[src/rtl/mbx_pkg.sv]
package mbx_pkg;
  localparam int unsigned ADDR_W = 12;
  localparam int unsigned DATA_W = 32;
  localparam int unsigned NUM_MSG = 2;

  localparam logic [ADDR_W-1:0] OFS_OUT_STAT = 12'h030;
  localparam logic [ADDR_W-1:0] OFS_OUT_MASK = 12'h034;
  localparam logic [ADDR_W-1:0] OFS_IN_MSG   = 12'h050;
  localparam logic [ADDR_W-1:0] OFS_OUT_MSG  = 12'h058;
  localparam logic [ADDR_W-1:0] OFS_OUT_DB   = 12'h060;
  localparam logic [ADDR_W-1:0] OFS_IN_DB    = 12'h068;
  localparam logic [ADDR_W-1:0] OFS_IN_STAT  = 12'h100;
  localparam logic [ADDR_W-1:0] OFS_IN_MASK  = 12'h104;

  localparam int unsigned B_DB    = 3;
  localparam int unsigned B_MCHK  = 4;
  localparam int unsigned B_PQNE  = 5;
  localparam int unsigned B_PQOVF = 7;
  localparam int unsigned B_FQOVF = 8;
  localparam int unsigned B_MCREQ = 31;

  localparam logic [DATA_W-1:0] IN_VALID  = 32'h0000_01BB;
  localparam logic [DATA_W-1:0] OUT_VALID = 32'h0000_002B;
  localparam logic [DATA_W-1:0] IN_DB_KEEP  = 32'h7FFF_FFFF;
  localparam logic [DATA_W-1:0] OUT_DB_KEEP = 32'hFFFF_FFFF;
endpackage

[src/rtl/mbx_stat_unit.sv]
module mbx_stat_unit #(
  parameter int unsigned W = 32,
  parameter logic [W-1:0] VALID = '1
) (
  input  logic         clk,
  input  logic         rst_n,
  input  logic [W-1:0] set,
  input  logic         clr,
  input  logic         mask_we,
  input  logic [W-1:0] mask_wdata,
  output logic [W-1:0] stat_masked,
  output logic [W-1:0] mask_q,
  output logic         irq
);
  logic [W-1:0] stat_q;

  always_ff @(posedge clk or negedge rst_n) begin
    if (!rst_n) begin
      stat_q <= '0;
      mask_q <= '0;
    end else begin
      stat_q <= (stat_q & ~{W{clr}}) | (set & VALID);
      if (mask_we) mask_q <= mask_wdata & VALID;
    end
  end

  assign stat_masked = stat_q & mask_q;
  assign irq = |stat_masked;

  // a read with no concurrent event empties the register
  p_read_clears_r6: assert property (@(posedge clk) disable iff (!rst_n)
    (clr && ((set & VALID) == '0)) |=> (stat_q == '0));
  // an event in any cycle is present afterwards, even under a clear
  p_new_kept_r8: assert property (@(posedge clk) disable iff (!rst_n)
    ((set & VALID) != '0) |=> ((stat_q & $past(set & VALID)) == $past(set & VALID)));
  // without a read, pending bits never drop
  p_sticky_r6: assert property (@(posedge clk) disable iff (!rst_n)
    !clr |=> ((stat_q & $past(stat_q)) == $past(stat_q)));
endmodule

[src/rtl/mbx_doorbell.sv]
module mbx_doorbell #(
  parameter int unsigned W = 32,
  parameter logic [W-1:0] KEEP = '1
) (
  input  logic         clk,
  input  logic         rst_n,
  input  logic         wr,
  input  logic [W-1:0] wdata,
  input  logic         rd,
  output logic [W-1:0] val
);
  always_ff @(posedge clk or negedge rst_n) begin
    if (!rst_n) val <= '0;
    else if (rd) val <= '0;
    else if (wr) val <= val | (wdata & KEEP);
  end

  // a read leaves the doorbell empty
  p_db_clear_r5: assert property (@(posedge clk) disable iff (!rst_n)
    rd |=> (val == '0));
  // a write only adds bits
  p_db_accum_r4: assert property (@(posedge clk) disable iff (!rst_n)
    (wr && !rd) |=> ((val & $past(val)) == $past(val)));
endmodule

[src/rtl/mbx_irq_unit.sv]
module mbx_irq_unit
  import mbx_pkg::*;
#(
  parameter int unsigned AW = ADDR_W,
  parameter int unsigned DW = DATA_W
) (
  input  logic          clk,
  input  logic          rst_n,
  input  logic          acc_en,
  input  logic          acc_wr,
  input  logic          acc_host,
  input  logic [AW-1:0] acc_addr,
  input  logic [DW-1:0] acc_wdata,
  output logic [DW-1:0] rd_data,
  input  logic          ipq_nonempty,
  input  logic          ipq_overflow,
  input  logic          ofq_overflow,
  input  logic          opq_nonempty,
  output logic          irq_local,
  output logic          irq_host
);
  localparam int unsigned OFS_STEP = DW / 8;

  logic do_wr, do_rd, host_wr, local_wr;
  assign do_wr    = acc_en & acc_wr;
  assign do_rd    = acc_en & ~acc_wr;
  assign host_wr  = do_wr & acc_host;
  assign local_wr = do_wr & ~acc_host;

  logic [DW-1:0] in_msg_q  [NUM_MSG];
  logic [DW-1:0] out_msg_q [NUM_MSG];
  logic [NUM_MSG-1:0] in_msg_hit, out_msg_hit;

  for (genvar g = 0; g < NUM_MSG; g++) begin : g_msg
    assign in_msg_hit[g]  = (acc_addr == AW'(OFS_IN_MSG  + g * OFS_STEP));
    assign out_msg_hit[g] = (acc_addr == AW'(OFS_OUT_MSG + g * OFS_STEP));
    always_ff @(posedge clk or negedge rst_n) begin
      if (!rst_n) begin
        in_msg_q[g]  <= '0;
        out_msg_q[g] <= '0;
      end else begin
        if (host_wr  && in_msg_hit[g])  in_msg_q[g]  <= acc_wdata;
        if (local_wr && out_msg_hit[g]) out_msg_q[g] <= acc_wdata;
      end
    end
  end

  // doorbells
  logic in_db_wr, out_db_wr, in_db_rd, out_db_rd;
  logic [DW-1:0] in_db, out_db;
  assign in_db_wr  = host_wr  && (acc_addr == OFS_IN_DB);
  assign out_db_wr = local_wr && (acc_addr == OFS_OUT_DB);
  assign in_db_rd  = do_rd && (acc_addr == OFS_IN_DB);
  assign out_db_rd = do_rd && (acc_addr == OFS_OUT_DB);

  mbx_doorbell #(.W(DW), .KEEP(IN_DB_KEEP)) u_in_db (
    .clk(clk), .rst_n(rst_n), .wr(in_db_wr), .wdata(acc_wdata),
    .rd(in_db_rd), .val(in_db));
  mbx_doorbell #(.W(DW), .KEEP(OUT_DB_KEEP)) u_out_db (
    .clk(clk), .rst_n(rst_n), .wr(out_db_wr), .wdata(acc_wdata),
    .rd(out_db_rd), .val(out_db));

  // status event vectors
  logic [DW-1:0] in_set, out_set;
  always_comb begin
    in_set = '0;
    for (int i = 0; i < NUM_MSG; i++) begin
      in_set[i]  = host_wr  & in_msg_hit[i];
      out_set[i] = local_wr & out_msg_hit[i];
    end
    in_set[B_DB]    = in_db_wr & (|(acc_wdata & IN_DB_KEEP));
    in_set[B_MCHK]  = in_db_wr & acc_wdata[B_MCREQ];
    in_set[B_PQNE]  = ipq_nonempty;
    in_set[B_PQOVF] = ipq_overflow;
    in_set[B_FQOVF] = ofq_overflow;
    out_set[B_DB]   = out_db_wr & (|acc_wdata);
    out_set[B_PQNE] = opq_nonempty;
  end

  logic [DW-1:0] in_stat_m, out_stat_m, in_mask, out_mask;

  mbx_stat_unit #(.W(DW), .VALID(IN_VALID)) u_in_stat (
    .clk(clk), .rst_n(rst_n), .set(in_set),
    .clr(do_rd && (acc_addr == OFS_IN_STAT)),
    .mask_we(do_wr && (acc_addr == OFS_IN_MASK)), .mask_wdata(acc_wdata),
    .stat_masked(in_stat_m), .mask_q(in_mask), .irq(irq_local));
  mbx_stat_unit #(.W(DW), .VALID(OUT_VALID)) u_out_stat (
    .clk(clk), .rst_n(rst_n), .set(out_set),
    .clr(do_rd && (acc_addr == OFS_OUT_STAT)),
    .mask_we(do_wr && (acc_addr == OFS_OUT_MASK)), .mask_wdata(acc_wdata),
    .stat_masked(out_stat_m), .mask_q(out_mask), .irq(irq_host));

  // read path
  logic [DW-1:0] rd_mux;
  always_comb begin
    rd_mux = '0;
    for (int i = 0; i < NUM_MSG; i++) begin
      if (in_msg_hit[i])  rd_mux = in_msg_q[i];
      if (out_msg_hit[i]) rd_mux = out_msg_q[i];
    end
    case (acc_addr)
      OFS_IN_DB:    rd_mux = in_db;
      OFS_OUT_DB:   rd_mux = out_db;
      OFS_IN_STAT:  rd_mux = in_stat_m;
      OFS_OUT_STAT: rd_mux = out_stat_m;
      OFS_IN_MASK:  rd_mux = in_mask;
      OFS_OUT_MASK: rd_mux = out_mask;
      default: ;
    endcase
  end

  always_ff @(posedge clk or negedge rst_n) begin
    if (!rst_n) rd_data <= '0;
    else        rd_data <= do_rd ? rd_mux : '0;
  end

  // no read, no data
  p_rd_idle_r12: assert property (@(posedge clk) disable iff (!rst_n)
    !do_rd |=> (rd_data == '0));
  // inbound message 0 changes only on a host write to it
  p_inmsg_hold_r2: assert property (@(posedge clk) disable iff (!rst_n)
    !(host_wr && in_msg_hit[0]) |=> $stable(in_msg_q[0]));
  // outbound message 0 changes only on a local write to it
  p_outmsg_hold_r3: assert property (@(posedge clk) disable iff (!rst_n)
    !(local_wr && out_msg_hit[0]) |=> $stable(out_msg_q[0]));
endmodule

[config.mk]
export PLATFORM = sky130hd
export DESIGN_NAME = mbx_irq_unit
export DESIGN_NICKNAME = d
export VERILOG_FILES = /design/src/rtl/mbx_pkg.sv /design/src/rtl/mbx_stat_unit.sv /design/src/rtl/mbx_doorbell.sv /design/src/rtl/mbx_irq_unit.sv
export SDC_FILE = /design/constraint.sdc
export NUM_CORES = 1
export LEC_CHECK = 0
export BUFFER_PORTS_ARGS = -buffer_cell sky130_fd_sc_hd__buf_4
export CAP_MARGIN = 10
export CORE_ASPECT_RATIO = 1.1
export CORE_MARGIN = 5
export CORE_UTILIZATION = 54
export DETAILED_ROUTE_END_ITERATION = 10
export GPL_ROUTABILITY_DRIVEN = 0
export PLACE_DENSITY = 0.8
export RECOVER_POWER = 50
export SYNTH_ARGS = -nofsm -noshare
export SYNTH_HDL_FRONTEND = slang
export SYNTH_SLANG_ARGS = --single-unit
[constraint.sdc]
create_clock -name clk -period 1 [get_ports clk]
set_input_delay 0.1 -clock clk [delete_from_list [all_inputs] [get_ports clk]]
set_output_delay 0.1 -clock clk [all_outputs]
set_load 0.005 [all_outputs]
* Yosys cells after proc, flatten, opt, wreduce, memory -nomap -nowiden
Index checks and enable logic that the tools add are counted.
W data, S select, Z words.
** Word-level totals
- Register bits after elaboration :: 299
- Input bits :: 53
- Logic and storage cells :: 72
- Output and inout bits :: 34
** Operators by class
- Eq/ne operators :: 10
- Bitwise gates (word level) :: 23
- Reductions and logical operators :: 18
- Muxes and demuxes :: 10
** Operators by type and width (count)
- $mux W32 :: 9
- $pmux W32 S6 :: 1
- $reduce_or A32 Y1 :: 3
- $eq A12 B7 Y1 const B :: 6
- $and A32 B32 Y32 :: 2
- $not A32 Y32 :: 2
- $and A32 B6 Y32 :: 1
- $and A32 B9 Y32 :: 1
- $or A32 B31 Y32 :: 1
- $or A32 B32 Y32 :: 1
- $or A32 B6 Y32 :: 1
- $or A32 B9 Y32 :: 1
- $reduce_or A31 Y1 :: 1
- $eq A12 B6 Y1 const B :: 2
- $eq A12 B9 Y1 const B :: 2
- $logic_and A1 B1 Y1 :: 12
- $and A1 B1 Y1 :: 11
- $reduce_bool A2 Y1 :: 2
- $not A1 Y1 :: 2

* Longest topological paths before layout
- Depth after elaboration :: 7
- Mapped depth :: 9
- Mapped depth without buffers :: 5

* Modules after synthesis
Synthesis repeated with hierarchy kept, for this count alone.
** Unflattened totals
- Cells, all modules :: 1002
- Area, all modules :: 12675.9 um^2
** Modules (own cells, without submodules)
- mbx_irq_unit :: cells an instance 629, instances 1, seq. area each 4003.8 um^2, area each 8753.4 um^2
- mbx_doorbell at u_out_db :: cells an instance 102, instances 1, seq. area each 800.8 um^2, area each 1129.8 um^2
- mbx_doorbell at u_in_db :: cells an instance 101, instances 1, seq. area each 775.7 um^2, area each 1107.3 um^2
- mbx_stat_unit at u_in_stat :: cells an instance 91, instances 1, seq. area each 350.3 um^2, area each 943.4 um^2
- mbx_stat_unit at u_out_stat :: cells an instance 79, instances 1, seq. area each 200.2 um^2, area each 742.0 um^2

* Worst setup path before layout
No wires, ideal clock.
- Path kind :: input-to-reg
- From :: in acc_addr[9]
- To :: reg in_msg_q[0] (netlist name)
- Path buffers :: 4
- Arrival time :: 2.169 ns
- Library setup time :: 0.125 ns
- Data required time :: 0.875 ns
- Path slack :: -1.294 ns
- Stages :: 8
- Cells stage by stage :: or3_1 -> buf_2 -> or3_1 -> buf_2 -> or4_4 -> buf_6 -> buf_6 -> mux2_4
** Between the ends
- Cells in the longest elaborated chain, start to end :: 2
** Ends and longest elaborated chain
- start, declared :: RTL line mbx_irq_unit.sv:12 : input logic [AW-1:0] acc_addr,
- $eq A12 B7 Y1 :: RTL line mbx_irq_unit.sv:35 : assign in_msg_hit[g] = (acc_addr == AW'(OFS_IN_MSG + g * OFS_STEP));
- $logic_and A1 B1 Y1 :: RTL line mbx_irq_unit.sv:42 : if (host_wr && in_msg_hit[g]) in_msg_q[g] <= acc_wdata;
- end signal, assigned by index :: RTL line mbx_irq_unit.sv:42
- end, declared :: RTL line mbx_irq_unit.sv:30 : logic [DW-1:0] in_msg_q [NUM_MSG];
No other way between the ends.
A chain may end at the register's enable or synchronous reset.

* Final worst setup path
- From :: reg u_in_stat.stat_q[1]
- To :: out irq_local
** Between the ends
- Cells in the longest elaborated chain, start to end :: 2
** Ends and longest elaborated chain
- start, declared :: RTL line mbx_stat_unit.sv:15 : logic [W-1:0] stat_q;
- start signal, assigned :: RTL line mbx_stat_unit.sv:22 : stat_q <= (stat_q & ~{W{clr}}) | (set & VALID);
- $and A32 B9 Y32 :: RTL line mbx_stat_unit.sv:27 : assign stat_masked = stat_q & mask_q;
- $reduce_or A32 Y1 :: RTL line mbx_stat_unit.sv:28 : assign irq = |stat_masked;
- end, declared :: RTL line mbx_irq_unit.sv:19 : output logic irq_local,
No other way between the ends.

==> qor.txt <==
Final Hold Fails -> 0
Clock buffer count from CTS -> 26
CP Class -> register to output port
Period utilization -> 193.7%
Most frequent cells after synthesis -> dfrtp_1, mux2_2, a21oi_1
Die area -> 22780 um2
Row Count -> 54
Layout cells sized above 1 -> 60.23%
Clk_lat worst skew -> 0.56 ns
Post-synth top flop -> dfrtp_1
Fin Clk Skew -> 0.01530 ns
Antenna violations before repair -> 6
Compound-Gate Fraction of Synth Area -> 13.46%
DR vias/cell -> 7.549
Port Buffers -> 86
Mux cell area share after synthesis -> 18.30%
Max-slew headroom -> 43.42%
Simple-gate share of the synthesized area -> 8.154%
Fin crit period -> 1.937 ns
Final wirelength -> 56.40 mm
Clk pin slew, worst setup/hold paths -> 0.08 ns
Adder-cell share of the synthesized area -> 0%
Initial DRC Count -> 2143
Clock net sink count -> 245
Startpoint Class -> register
Global route overflow -> 0
Leading area contributor after synthesis -> dfrtp_1
GRT Total Usage -> 40.54%
Count leader, synth -> dfrtp_1
Wirelength per Cell -> 38.06 um
Mean post-synth cell area -> 12.26 um2
Area growth syn-to-layout -> 58.94%
Synth Net Count -> 928
Worst-Margin Slew -> 0.8456 ns
Finished Layout Cells -> 1482
Max cap viols -> 0
Xor and xnor area share after synthesis -> 0%
Post-DRT Antenna Nets -> 0
Fill count -> 694
Leakage Power -> 8.075 nW
Die width -> 144.4 um
Post-Syn Instances -> 875
Async SR Flop Fraction -> 100.0%
Nets@finish -> 1260
CTS H-Tree Depth -> 1
Top post-synthesis cells by area -> dfrtp_1, mux2_2, a21oi_1
Util after Layout -> 86.70%
CTS tree -> yes
Die height -> 157.8 um
Root Driver -> clkbuf_16
CP Max Fanout -> 2
Yosys warning count -> 0
Final setup viols -> 279
Starting density of the core -> 54.55%
Pre-antenna DRT Iters -> 7
Largest family of logic cells by synthesized area -> multiplexers
PwrDens -> 1283 nW/um2
Sequential cell area fraction in the yosys report -> 57.16%
Failing checks -> negative setup slack
Yosys reg bits -> 245
Power Total -> 21.87 mW
Hold slack -> 0.04827 ns
Maximum VDD drop -> 1.660 mV
Fin. max-slew vios -> 0
Worst EP arrival -> 1.84 ns
# IOs -> 87
Core Box Area -> 19660 um2
HP Class -> primary input to register
Worst Setup End Kind -> output port
Synth top area share -> 57.16%
Distinct cells, synth -> 49
Largest net degree at the start of global routing -> 42
Mapped cell area -> 10730 um2
First-pass GRT wire length -> 68.63 mm
Worst EP required -> 0.90 ns
Dpl cells -> 1302
Unrepaired setup endpoints after global routing -> true
HPWL Detailed -> 20.14 mm
Clock buffer depth -> 3
Highest clock rate -> 0.5163 GHz
Vias -> 11187
EDFF count, synth -> 0
Drt drc -> 0
Status -> finished with violations
Vias in the first global route -> 11027
Final Worst Setup Slack -> -0.9368 ns
==> final cells by class <==
type / instances / area, um2 / share of cell area (%)
Inverter: 5 / 18.77 / 0.1101
Clock buffer: 41 / 828.3 / 4.859
Clock inverter: 7 / 71.32 / 0.4184
Timing Repair Buffer: 372 / 4165 / 24.43
Tap cell: 252 / 315.3 / 1.850
Sequential cell: 245 / 6131 / 35.97
Antenna cell: 3 / 7.507 / 0.04404
Multi-Input combinational cell: 557 / 5509 / 32.32
==> repair_timing <==
action                                 4_1_cts  5_1_grt
setup endpoints to repair                  279      279
gates cloned                                27        7
endpoints found under the hold margin      384        0
gates resized for setup                    197      243
pin swaps                                  134      111
hold buffers                                31        0
setup buffers                               45       44
==> path summary, 6_finish.rpt <==
| path | from | endpoint | slack, ns | depth (start not counted) |
|---|---|---|---|---|
| hold / removal | acc_wdata[0] | u_in_stat.mask_q[0] | 0.05 | 3 |
| setup / recovery | u_in_stat.stat_q[1] | irq_local | -0.94 | 4 |
| setup reg to reg | u_out_stat.stat_q[5] | rd_data[5] | -0.79 | 6 |
| max in group asynchronous | rst_n | out_msg_q[50] | 0.09 | 3 |
| min in group asynchronous | rst_n | u_in_db.val[8] | 0.13 | 2 |
| hold reg to reg | in_msg_q[53] | in_msg_q[53] | 0.51 | 1 |
==> placed cells by master, fill, tap and decap left out, types with 7 or more instances in the layout <==
| cell | instances |
|---|---|
| buf_12 | 36 |
| a21oi_4 | 27 |
| a22oi_1 | 7 |
| a222oi_1 | 27 |
| nand2_1 | 32 |
| nor2_1 | 37 |
| nand2_2 | 8 |
| dfrtp_1 | 245 |
| dlygate4sd3_1 | 31 |
| nor2_2 | 21 |
| clkbuf_8 | 10 |
| a22o_1 | 29 |
| a211oi_2 | 12 |
| buf_8 | 8 |
| nor4_1 | 7 |
| nor2_4 | 21 |
| buf_4 | 181 |
| buf_6 | 91 |
| buf_16 | 16 |
| mux2_2 | 124 |
| mux2_4 | 38 |
| clkbuf_16 | 34 |
| a21oi_2 | 54 |
| a21oi_1 | 16 |
==> registers in the layout (all words and copies together), names as in the netlist <==
name               flops
in_msg_q              64
out_msg_q             64
rd_data               32
u_in_db.val           31
u_in_stat.mask_q       7
u_in_stat.stat_q       7
u_out_db.val          32
u_out_stat.mask_q      4
u_out_stat.stat_q      4
==> worst max-delay path, cell delays in order (launching register included) <==
cell and delay (ns):
dfrtp_1 0.43, buf_6 0.15, a222oi_1 0.40, nand3_1 0.15, buf_4 0.16
==> layer usage <==
| layer | vias to the layer above | track usage (%) | wire length, um |
|---|---|---|---|
| li1 | 3912 | - | - |
| met1 | 5300 | 48.08 | 17430 |
| met2 | 1364 | 62.79 | 23630 |
| met3 | 601 | 10.51 | 8462 |
| met4 | 10 | 31.59 | 6795 |
| met5 | - | 0 | 89 |
==> power breakdown <==
| group | leakage, nW | switching [mW] | internal, mW |
|---|---|---|---|
| Sequential | 3.40 | 0.0120 | 9.92 |
| Combinational | 4.22 | 0.917 | 0.565 |
| Clock | 0.450 | 4.51 | 5.95 |
==> kinds of logic after synthesis <==
kind of cell / Yosys count
flip-flops: 245
multiplexers: 165
AND/OR/NAND/NOR: 183
buffers and inverters: 73
AO/OA/AOI/OAI: 209
==> per-stage QoR <==
step | area [um2] | setup TNS [ns] | setup slack, ns
global route | 17040 | -159.10 | -0.9917
finish | 17050 | -157.56 | -0.9368
CTS | 15930 | -115.82 | -0.7419
floorplan | 10990 | -209.04 | -1.209
global placement | 12910 | -227.76 | -1.114
detailed placement | 12910 | -233.59 | -1.138
Power figures use the tool's default switching activity.
